$ cat src/rtl/cps_pkg.sv
package cps_pkg;
  typedef enum logic [2:0] {
    ST_IDLE, ST_W_ON, ST_W_OK, ST_MPDA, ST_MON, ST_W_MON, ST_W_MOK, ST_RST
  } cps_state_e;

  localparam int LOGIC_ON_LSB  = 20;
  localparam int LOGIC_OK_LSB  = 16;
  localparam int ON_STAT_LSB   = 28;
  localparam int OK_STAT_LSB   = 24;
  localparam int CLAMP_BIT     = 15;
  localparam int MPDA_LSB      = 8;
  localparam int MPDA_W        = 4;
  localparam int MEM_OK_BIT    = 0;
  localparam int MEM_ON_BIT    = 1;
  localparam int MEM_CLAMP_BIT = 2;
  localparam int MEM_OK_STAT   = 4;
  localparam int MEM_ON_STAT   = 5;
  localparam int RST_N_LSB     = 13;
  localparam int PWR_BASE      = 'h34;
  localparam int PWR_STRIDE    = 4;
endpackage

$ cat src/rtl/cps_status_match.sv
module cps_status_match
  import cps_pkg::*;
#(
  parameter int DW = 32
) (
  input  cps_state_e      state_i,
  input  logic [DW-1:0]   rd_i,
  output logic            met_o
);
  always_comb begin
    unique case (state_i)
      ST_W_ON:  met_o = (rd_i[ON_STAT_LSB +: 2] == 2'b11);
      ST_W_OK:  met_o = (rd_i[OK_STAT_LSB +: 2] == 2'b11);
      ST_W_MON: met_o = rd_i[MEM_ON_STAT];
      ST_W_MOK: met_o = rd_i[MEM_OK_STAT];
      default:  met_o = 1'b0;
    endcase
  end
endmodule

$ cat src/rtl/cps_word_next.sv
module cps_word_next
  import cps_pkg::*;
#(
  parameter int DW = 32
) (
  input  cps_state_e      state_i,
  input  logic [DW-1:0]   cur_i,
  input  logic [DW-1:0]   rd_i,
  output logic [DW-1:0]   nxt_o
);
  localparam logic [DW-1:0] ON_M     = DW'(3) << LOGIC_ON_LSB;
  localparam logic [DW-1:0] OK_M     = DW'(3) << LOGIC_OK_LSB;
  localparam logic [DW-1:0] CLAMP_M  = DW'(1) << CLAMP_BIT;
  localparam logic [DW-1:0] MPDA_M   = DW'((1 << MPDA_W) - 1) << MPDA_LSB;
  localparam logic [DW-1:0] MON_M    = DW'(1) << MEM_ON_BIT;
  localparam logic [DW-1:0] MOK_M    = DW'(1) << MEM_OK_BIT;
  localparam logic [DW-1:0] MCLAMP_M = DW'(1) << MEM_CLAMP_BIT;

  always_comb begin
    unique case (state_i)
      ST_IDLE:  nxt_o = rd_i  | ON_M;
      ST_W_ON:  nxt_o = cur_i | OK_M;
      ST_W_OK:  nxt_o = cur_i & ~CLAMP_M;
      ST_MPDA:  nxt_o = cur_i & ~MPDA_M;
      ST_MON:   nxt_o = cur_i | MON_M;
      ST_W_MON: nxt_o = cur_i | MOK_M;
      ST_W_MOK: nxt_o = cur_i & ~MCLAMP_M;
      default:  nxt_o = cur_i;
    endcase
  end
endmodule

$ cat src/rtl/cps_wait_timer.sv
module cps_wait_timer #(
  parameter int TW = 16
) (
  input  logic          clk_i,
  input  logic          rst_ni,
  input  logic          clear_i,
  input  logic [TW-1:0] limit_i,
  output logic          expired_o
);
  logic [TW-1:0] cnt_q;

  always_ff @(posedge clk_i or negedge rst_ni) begin
    if (!rst_ni)      cnt_q <= '0;
    else if (clear_i) cnt_q <= '0;
    else              cnt_q <= cnt_q + TW'(1);
  end

  assign expired_o = (cnt_q == limit_i);
endmodule

$ cat src/rtl/core_pwr_seq.sv
module core_pwr_seq
  import cps_pkg::*;
#(
  parameter int DW    = 32,
  parameter int AW    = 8,
  parameter int TW    = 16,
  parameter int IW    = 2,
  parameter int NCORE = 2
) (
  input  logic          clk_i,
  input  logic          rst_ni,
  input  logic          start_i,
  input  logic [IW-1:0] core_idx_i,
  input  logic [DW-1:0] ctrl_word_i,
  input  logic [DW-1:0] pwr_rd_i,
  input  logic [TW-1:0] timeout_i,
  output logic [DW-1:0] pwr_word_o,
  output logic          pwr_wr_o,
  output logic [AW-1:0] pwr_addr_o,
  output logic [DW-1:0] ctrl_word_o,
  output logic          ctrl_wr_o,
  output logic          busy_o,
  output logic          done_o,
  output logic          skipped_o,
  output logic          err_o
);
  cps_state_e    state_q, succ;
  logic [DW-1:0] word_nxt, ctrl_sav_q;
  logic [IW-1:0] idx_q;
  logic          met, expired, waiting, idx_bad, rst_rel;

  assign waiting = (state_q == ST_W_ON) || (state_q == ST_W_OK) ||
                   (state_q == ST_W_MON) || (state_q == ST_W_MOK);
  assign idx_bad = (core_idx_i >= IW'(NCORE));
  assign rst_rel = ctrl_word_i[RST_N_LSB + int'(core_idx_i)];
  assign busy_o  = (state_q != ST_IDLE);

  cps_status_match #(.DW(DW)) u_match (
    .state_i(state_q), .rd_i(pwr_rd_i), .met_o(met)
  );

  cps_word_next #(.DW(DW)) u_next (
    .state_i(state_q), .cur_i(pwr_word_o), .rd_i(pwr_rd_i), .nxt_o(word_nxt)
  );

  cps_wait_timer #(.TW(TW)) u_timer (
    .clk_i(clk_i), .rst_ni(rst_ni), .clear_i(!waiting || met),
    .limit_i(timeout_i), .expired_o(expired)
  );

  always_comb begin
    unique case (state_q)
      ST_W_ON:  succ = ST_W_OK;
      ST_W_OK:  succ = ST_MPDA;
      ST_MPDA:  succ = ST_MON;
      ST_MON:   succ = ST_W_MON;
      ST_W_MON: succ = ST_W_MOK;
      ST_W_MOK: succ = ST_RST;
      default:  succ = ST_IDLE;
    endcase
  end

  always_ff @(posedge clk_i or negedge rst_ni) begin
    if (!rst_ni) begin
      state_q     <= ST_IDLE;
      pwr_word_o  <= '0;
      pwr_wr_o    <= 1'b0;
      pwr_addr_o  <= '0;
      ctrl_word_o <= '0;
      ctrl_sav_q  <= '0;
      ctrl_wr_o   <= 1'b0;
      idx_q       <= '0;
      done_o      <= 1'b0;
      skipped_o   <= 1'b0;
      err_o       <= 1'b0;
    end else begin
      pwr_wr_o  <= 1'b0;
      ctrl_wr_o <= 1'b0;
      done_o    <= 1'b0;
      skipped_o <= 1'b0;
      unique case (state_q)
        ST_IDLE: if (start_i) begin
          if (idx_bad) begin
            err_o <= 1'b1;
          end else if (rst_rel) begin
            err_o     <= 1'b0;
            done_o    <= 1'b1;
            skipped_o <= 1'b1;
          end else begin
            err_o      <= 1'b0;
            idx_q      <= core_idx_i;
            ctrl_sav_q <= ctrl_word_i;
            pwr_addr_o <= AW'(PWR_BASE) + AW'(PWR_STRIDE) * AW'(core_idx_i);
            pwr_word_o <= word_nxt;
            pwr_wr_o   <= 1'b1;
            state_q    <= ST_W_ON;
          end
        end
        ST_MPDA, ST_MON: begin
          pwr_word_o <= word_nxt;
          pwr_wr_o   <= 1'b1;
          state_q    <= succ;
        end
        ST_RST: begin
          ctrl_word_o <= ctrl_sav_q | (DW'(1) << (RST_N_LSB + int'(idx_q)));
          ctrl_wr_o   <= 1'b1;
          done_o      <= 1'b1;
          state_q     <= ST_IDLE;
        end
        default: begin
          if (met) begin
            pwr_word_o <= word_nxt;
            pwr_wr_o   <= 1'b1;
            state_q    <= succ;
          end else if (expired) begin
            err_o   <= 1'b1;
            state_q <= ST_IDLE;
          end
        end
      endcase
    end
  end


  bad_idx_chk: assert property (@(posedge clk_i) disable iff (!rst_ni)
    (!busy_o && start_i && idx_bad) |=> (err_o && !pwr_wr_o && !busy_o));


  skip_chk: assert property (@(posedge clk_i) disable iff (!rst_ni)
    (!busy_o && start_i && !idx_bad && rst_rel) |=>
      (done_o && skipped_o && !pwr_wr_o && !busy_o && !err_o));


  start_wr_chk: assert property (@(posedge clk_i) disable iff (!rst_ni)
    (!busy_o && start_i && !idx_bad && !rst_rel) |=>
      (pwr_wr_o && busy_o && pwr_word_o[LOGIC_ON_LSB +: 2] == 2'b11));


  rel_done_chk: assert property (@(posedge clk_i) disable iff (!rst_ni)
    ctrl_wr_o |-> (done_o && !skipped_o && !busy_o && !pwr_wr_o));


  timeout_chk: assert property (@(posedge clk_i) disable iff (!rst_ni)
    (waiting && !met && expired) |=> (err_o && !busy_o && !pwr_wr_o && !ctrl_wr_o));
endmodule

$ cat config.mk
export PLATFORM = sky130hd
export DESIGN_NAME = core_pwr_seq
export DESIGN_NICKNAME = d
export VERILOG_FILES = /design/src/rtl/cps_pkg.sv /design/src/rtl/cps_status_match.sv /design/src/rtl/cps_word_next.sv /design/src/rtl/cps_wait_timer.sv /design/src/rtl/core_pwr_seq.sv
export SDC_FILE = /design/constraint.sdc
export NUM_CORES = 1
export LEC_CHECK = 0
export BUFFER_PORTS_ARGS = -buffer_cell sky130_fd_sc_hd__buf_2
export CORE_MARGIN = 3
export CORE_UTILIZATION = 51
export CTS_CLUSTER_DIAMETER = 60
export CTS_CLUSTER_SIZE = 30
export DETAILED_ROUTE_END_ITERATION = 8
export GPL_ROUTABILITY_DRIVEN = 0
export PLACE_DENSITY = 0.79
export SETUP_SLACK_MARGIN = 0.15
export SLEW_MARGIN = 20
export SYNTH_ARGS = -nofsm -noshare
export SYNTH_HDL_FRONTEND = slang
export SYNTH_SLANG_ARGS = --single-unit
$ cat constraint.sdc
create_clock -name clk_i -period 2.3 [get_ports clk_i]
set_input_delay 0.23 -clock clk_i [delete_from_list [all_inputs] [get_ports clk_i]]
set_output_delay 0.23 -clock clk_i [all_outputs]
set_load 0.02 [all_outputs]
==> summary.txt, run 1 <==
Synth
  • Number of synthesized flops with an enable pin: 0
  • Avg Cell Area, Syn: 12.8 um^2
  • Synth warnings: 0
  • Seq/Total Area, Yosys: 57.8%
  • #FFs+latches synth: 125
  • Synth area leaders: dfrtp_1 (58%), mux2_2 (17%), xor2_1 (4.0%)
  • Cell count after synthesis: 424
  • Share of the synthesized area in the top cell type: 57.8%
  • Syn Std Cell Area: 5410 um^2
  • Post-synthesis async set-or-reset flop share: 100%
  • Unique cell type count in the Yosys netlist: 46
  • Main synth FF type: dfrtp_1
  • Most frequent cell after synthesis: dfrtp_1
  • Post-synth top cells: dfrtp_1 (125), mux2_2 (81), nand2_1 (30), xor2_1 (25), nor2_1 (20)
  • Cell taking the most area after synthesis: dfrtp_1

Global routing
  • Initial antenna violation count: 1
  • GR Util All Layers: 24.7%
  • GR Overflow Total: 0
  • Global-route wire length before repair: 22500 um
  • Vias in the first global route: 4664
  • Pin count of the biggest net entering global routing: 67

Placement
  • DPL Wire Length: 9140 um
  • Dpl cells: 714
  • Input/output buffers: 157

Layout
  • Share of cells above drive strength 1: 44.2%
  • Area Growth Syn to Fin: 40.0%
  • Final net count: 745
  • Final Non-Filler Cells: 804

Run
  • Number of max-cap violations: 0

Drt
  • Drt first pass iters: 6
  • Vias: 4176
  • Routed Antenna Nets: 0
  • Remaining DRCs: 0
  • Wire length on met2: 7470 um
  • Routed met1 length: 5080 um
  • Metal3 WL: 891 um
  • Top layer in use: met4
  • Initial drt markers: 128
  • WL final: 13800 um
  • Routed vias/inst: 5.19
  • Wire length per cell: 17.2 um

Timing
  • FMAX: 497 MHz
  • Min Clock Period, post-route: 2010 ps
  • Max-slew headroom: 45.3%
  • Period utilisation layout: 87.5%
  • Actual slew at the worst max-slew pin: 821 ps
  • Final Max Slew Viols: 0
  • Final Setup Violations: 0
  • Fin Hold WS: 51.7 ps
  • Setup TNS: 0 ps
  • RSZ-0062 raised after global routing: false
  • Hold Fails Final Rpt: 0
  • Fin Clk Skew: 6.96 ps

Clocking
  • Sinks on the clock net: 125
  • CTS Buf Count: 17
  • Clock latency on the worst-skew pair: 500 ps
  • CTS tree: built
  • Clk buf depth: 2
  • Post-CTS Setup Bufs: 0
  • Clk Tree Root Cell: clkbuf_8
  • Clock-pin slew on the worst setup and hold paths: 60 ps
  • Htree depth: 4

Power
  • Worst vdd ir: 0.726 mV
  • Leak Pwr: 3.94 nW
  • Pwr/cell area: 1310 nW/um^2

Worst hold path
  • Min-Delay Path Class: in -> reg

Floorplanning
  • Core area: 10000 um^2
  • Effective utilization at floorplan: 53.8%
  • Rows: 36
  • Die Span X: 109 um
  • Die H: 109 um
  • Die area: 11900 um^2
  • Ports: 163

Setup path
  • Critical Path RT: 2670 ps
  • Cells along the critical path: dlygate4sd3_1 -> buf_2 -> mux2i_1 -> mux4_2 -> nand3_4 -> buf_4 -> nor4_1 -> a211oi_2
  • CP arrival: 2380 ps
  • Flop-to-flop setup slack: 420 ps
  • Buf/Inv on CP: 3
  • Setup crit start kind: input pin
  • Largest stage delay, worst path: 530 ps
  • Kind of critical path: in -> reg
  • CP max stage cell: dlygate4sd3_1
  • Crit path capture type: flip-flop
  • CP Max Fanout: 13
  • Top delay family on crit path: buffers and inverters

Status
  • Outcome: complete, no violations
==> cells in the final DEF, fill, tap and decap left out, types with 3 or more instances in the layout <==
cell,Yosys,routed
clkbuf_16,0,16
a21oi_1,12,12
clkinvlp_4,0,3
conb_1,1,3
nand3_1,10,9
buf_4,6,19
and2_1,5,5
mux2i_1,6,6
buf_2,4,156
inv_1,15,15
nand4_1,8,8
mux2_2,81,81
nand2_1,30,30
ha_1,3,3
clkinv_4,0,3
dlygate4sd3_1,0,57
dfrtp_1,125,125
buf_12,0,3
a22oi_1,3,3
nor4_1,5,5
o21ai_0,15,15
nor2_1,20,20
nor2b_1,3,3
bufinv_16,0,3
xor2_1,25,25
xnor2_1,3,3
==> routing by layer <==
layer	vias to the layer above	global-route usage [%]
li1	1944	-
met5	-	0
met2	171	45.9
met3	29	6.81
met4	0	10.9
met1	2032	25.8
==> flip-flops by register name, summed over array words and instances (netlist names) <==
signal / count
pwr_addr_o: 4
ctrl_word_o: 32
ctrl_wr_o: 1
skipped_o: 1
state_q: 3
err_o: 1
pwr_word_o: 31
u_timer.cnt_q: 16
pwr_wr_o: 1
done_o: 1
ctrl_sav_q: 32
idx_q: 2
==> worst reg2reg max path, stage by stage, from the launching register on <==
cell and delay (ps):
dfrtp_1 400, buf_4 180, nor2b_1 160, buf_4 160, a22oi_1 260, o2bb2ai_2 180
buf_4 250, a21boi_0 210
==> metrics by stage <==
stage / util [%] / total power, W / setup WS (ps) / area, um^2
after floorplan: - / 0.00587 / 206 / 5420
after global placement: 63.8 / 0.00696 / 82.9 / 6410
after detailed placement: 63.8 / 0.00717 / 12.1 / 6410
after CTS: 75.3 / 0.00993 / 292 / 7570
after global routing: 75.4 / 0.0105 / 214 / 7570
final: 75.4 / 0.00991 / 289 / 7570
==> area by class of cell <==
cell class / instances / area [um^2]
Inverter: 15 / 56.3
Multi-Input combinational cell: 263 / 2080
Clock buffer: 19 / 422
Fill cell: 636 / 2470
Sequential cell: 125 / 3130
Clock inverter: 13 / 166
Antenna cell: 1 / 2.50
Tap cell: 133 / 166
Timing Repair Buffer: 235 / 1550
==> path summary, 6_finish.rpt <==
path,from,to,cells after the start
max,ctrl_word_i[18],pwr_word_o[1],8
min,pwr_rd_i[4],pwr_word_o[4],3
max reg2reg,state_q[0],pwr_wr_o,7
min reg2reg,pwr_addr_o[6],pwr_addr_o[6],1
max in group asynchronous,rst_ni,ctrl_word_o[0],3
min in group asynchronous,rst_ni,ctrl_word_o[21],2
==> where the power goes <==
| group | leakage (nW) | switching, W | internal (W) | total [W] |
|---|---|---|---|---|
| registers | 1.65 | 0.000518 | 0.00312 | 0.00364 |
| clock network | 0.279 | 0.000991 | 0.00166 | 0.00265 |
| logic | 2.01 | 0.00207 | 0.00156 | 0.00363 |
==> cells by family after synthesis <==
kind of cell,Yosys count,synth area share (%)
DFF,125,57.8
and+or+nand+nor,94,8.65
muxes,88,18.4
AOI/OAI and AO/OA,47,5.78
buffers and inverters,38,4.05
xor gates and xnor gates,28,4.53
adders and majority gates,3,0.694
other,1,0.0693
==> repair_timing <==
item,CTS,global route
setup endpoints to repair,0,1
gates resized for setup,0,1
endpoints found under the hold margin,119,0
hold buffers,57,0
Note: power is estimated with default switching activity, not from simulation.
==> run 2: changes to the inputs <==
Settings changed: CORE_ASPECT_RATIO from default to 0.9.
==> run 2 against run 1 <==
Compared with the run above: hold slack better by 0.87 ps; core utilization shrank 7.0 points; worst setup slack better by 100 ps; via count is 7.6% lower; sequential power about the same; cell count is 8.1% lower; register-to-register slack got worse by 30 ps; combinational power fell by 5.8%; critical path depth shrank 2; routed wire length down 10%.
==> summary.txt, run 2 (same netlist as run 1, synthesis figures left out) <==
Status
  • Outcome: complete, no violations (unchanged)

Setup path
  • Largest stage delay, worst path: 600 ps (was 530 ps)
  • Setup crit start kind: flip-flop (was input pin)
  • Buf/Inv on CP: 1 (was 3)
  • Kind of critical path: reg -> reg (was in -> reg)
  • Critical Path RT: 2580 ps (was 2670 ps)
  • Top delay family on crit path: flip-flops (was buffers and inverters)
  • Cells along the critical path: nor2b_1 -> a22oi_1 -> o2bb2ai_2 -> buf_4 -> nand2b_1 -> mux2i_1 (was dlygate4sd3_1 -> buf_2 -> mux2i_1 -> mux4_2 -> nand3_4 -> buf_4 -> nor4_1 -> a211oi_2)
  • CP Max Fanout: 19 (was 13)
  • Startpoint of the worst register-to-register path: state_q[0] (unchanged)
  • CP arrival: 2190 ps (was 2380 ps)
  • Worst r2r dst: state_q[0] (was pwr_wr_o)
  • Flop-to-flop setup slack: 390 ps (was 420 ps)
  • Cells on worst reg2reg path: 6 (was 7)
  • CP max stage cell: dfrtp_1 (was dlygate4sd3_1)
  • Crit path capture type: flip-flop (unchanged)

Timing
  • Setup TNS: 0 ps (unchanged)
  • Final Max Slew Viols: 0 (unchanged)
  • Final Setup Violations: 0 (unchanged)
  • Period utilisation layout: 83.0% (was 87.5%)
  • Fin Clk Skew: 6.53 ps (was 6.96 ps)
  • FMAX: 524 MHz (was 497 MHz)
  • RSZ-0062 raised after global routing: false (unchanged)
  • Hold Fails Final Rpt: 0 (unchanged)
  • Min Clock Period, post-route: 1910 ps (was 2010 ps)

Clocking
  • Post-CTS Setup Bufs: 0 (unchanged)
  • Clk buf depth: 2 (unchanged)
  • Clk Tree Root Cell: clkbuf_16 (was clkbuf_8)
  • CTS Buf Count: 17 (unchanged)
  • Clock latency on the worst-skew pair: 410 ps (was 500 ps)
  • CTS tree: built (unchanged)
  • Htree depth: 4 (unchanged)
  • Sinks on the clock net: 125 (unchanged)
  • Clock-pin slew on the worst setup and hold paths: 60 ps (about the same)

Worst hold path
  • Hold EP: ctrl_sav_q[4] (was pwr_word_o[4])
  • HP Start: ctrl_word_i[4] (was pwr_rd_i[4])
  • Hold Path Stages: 2 (was 3)
  • Min-Delay Path Class: in -> reg (unchanged)

Placement
  • Placed Area: 6390 um^2 (was 6410 um^2)
  • Input/output buffers: 157 (unchanged)
  • DPL Wire Length: 8910 um (was 9140 um)

Layout
  • Final net count: 685 (was 745)
  • Regs by FF count: ctrl_sav_q x32, ctrl_word_o x32, pwr_word_o x31 (unchanged)
  • Fin area: 7040 um^2 (was 7570 um^2)
  • Most frequent cells in the layout: buf_2 (156), dfrtp_1 (125), mux2_2 (81) (unchanged)
  • Area Growth Syn to Fin: 30.1% (was 40.0%)
  • Inserted Diodes: 0 (was 1)
  • Share of cells above drive strength 1: 48.0% (was 44.2%)
  • Layout fillers: 761 (was 636)
  • Most common cell after layout, fill and taps aside: buf_2 (unchanged)

Drt
  • WL final: 12400 um (was 13800 um)
  • Drt first pass iters: 4 (was 6)
  • Wire length per cell: 16.7 um (was 17.2 um)
  • Routed vias/inst: 5.22 (was 5.19)
  • Remaining DRCs: 0 (unchanged)
  • Routed Antenna Nets: 0 (unchanged)
  • Initial drt markers: 136 (was 128)
  • Vias: 3860 (was 4176)

Global routing
  • Initial antenna violation count: 0 (was 1)
  • GR Overflow Total: 0 (unchanged)
  • Vias in the first global route: 4076 (was 4664)
  • GR Util All Layers: 21.6% (was 24.7%)
  • Global-route wire length before repair: 20100 um (was 22500 um)
  • Pin count of the biggest net entering global routing: 59 (was 67)

Power
  • Worst vdd ir: 1.02 mV (was 0.726 mV)
  • Pwr/cell area: 1410 nW/um^2 (was 1310 nW/um^2)
  • Leak Pwr: 3.71 nW (was 3.94 nW)

Floorplanning
  • Die H: 104 um (was 109 um)
  • Effective utilization at floorplan: 52.6% (was 53.8%)
  • Core area: 10300 um^2 (was 10000 um^2)
  • Die area: 11900 um^2 (about the same)
  • Die Span X: 115 um (was 109 um)
  • Ports: 163 (unchanged)
  • Rows: 35 (was 36)

Run
  • Number of max-cap violations: 0 (unchanged)
==> run 2: cell count changes in the layout (fill, tap and decap cells not counted), sizes merged <==
| cell | change |
|---|---|
| clkinvlp | +2 |
| clkinv | -2 |
| bufinv | +1 |
| inv | -1 |
| buf | -4 |
| dlygate4sd3 | -56 |
| diode | -1 |
==> run 2: how the worst max path moves through the flow <==
stage	startpoint	endpoint	slack, ps	cells past startpoint
finish	state_q[0]	state_q[0]	390	6
global route	state_q[0]	state_q[2]	260	6
CTS	state_q[0]	state_q[0]	400	6
detailed placement	core_idx_i[0]	pwr_word_o[3]	100	7
global placement	core_idx_i[0]	pwr_word_o[5]	150	7
floorplan	core_idx_i[0]	pwr_word_o[16]	210	7
==> run 2: layout make-up <==
type	count	area (um^2)	share of cell area, %
Sequential cell	125	3130	44.4
Multi-Input combinational cell	263	2070	29.5
Timing Repair Buffer	175	976	13.9
Clock buffer	19	453	6.44
Clock inverter	13	189	2.68
Tap cell	129	161	2.29
Inverter	15	56.3	0.800
==> run 2: what timing repair did <==
item / 4_1_cts / 5_1_grt
endpoints found under the hold margin: 34 / 0
gates resized for setup: 0 / 0
hold buffers: 1 / 0
==> run 2: routing by layer <==
layer  track usage (%)  up-vias  part of all wire, %
li1                  -     1820                    -
met1              25.4     1888                   40
met2              36.4      127                   51
met3              6.60       25                  6.2
met4              8.99        0                  2.4
met5                 0        -                    0
==> run 2: metrics by stage <==
stage / total power [W] / std cells / hold slack, ps / setup WS (ps) / utilization [%]
after floorplan: 0.00587 / 426 / -65.6 / 206 / -
after global placement: 0.00693 / 706 / 216 / 149 / 62.1
after detailed placement: 0.00713 / 706 / 229 / 96.1 / 62.1
after CTS: 0.0100 / 739 / 43.0 / 404 / 68.4
after global routing: 0.0105 / 739 / 37.4 / 259 / 68.4
final: 0.00994 / 739 / 52.6 / 391 / 68.4
==> run 2: power breakdown <==
group          total [W]  internal (W)  leakage (nW)  switching, W
Clock            0.00285       0.00187         0.298      0.000976
Combinational    0.00342       0.00147          1.77       0.00195
Sequential       0.00366       0.00312          1.65      0.000549
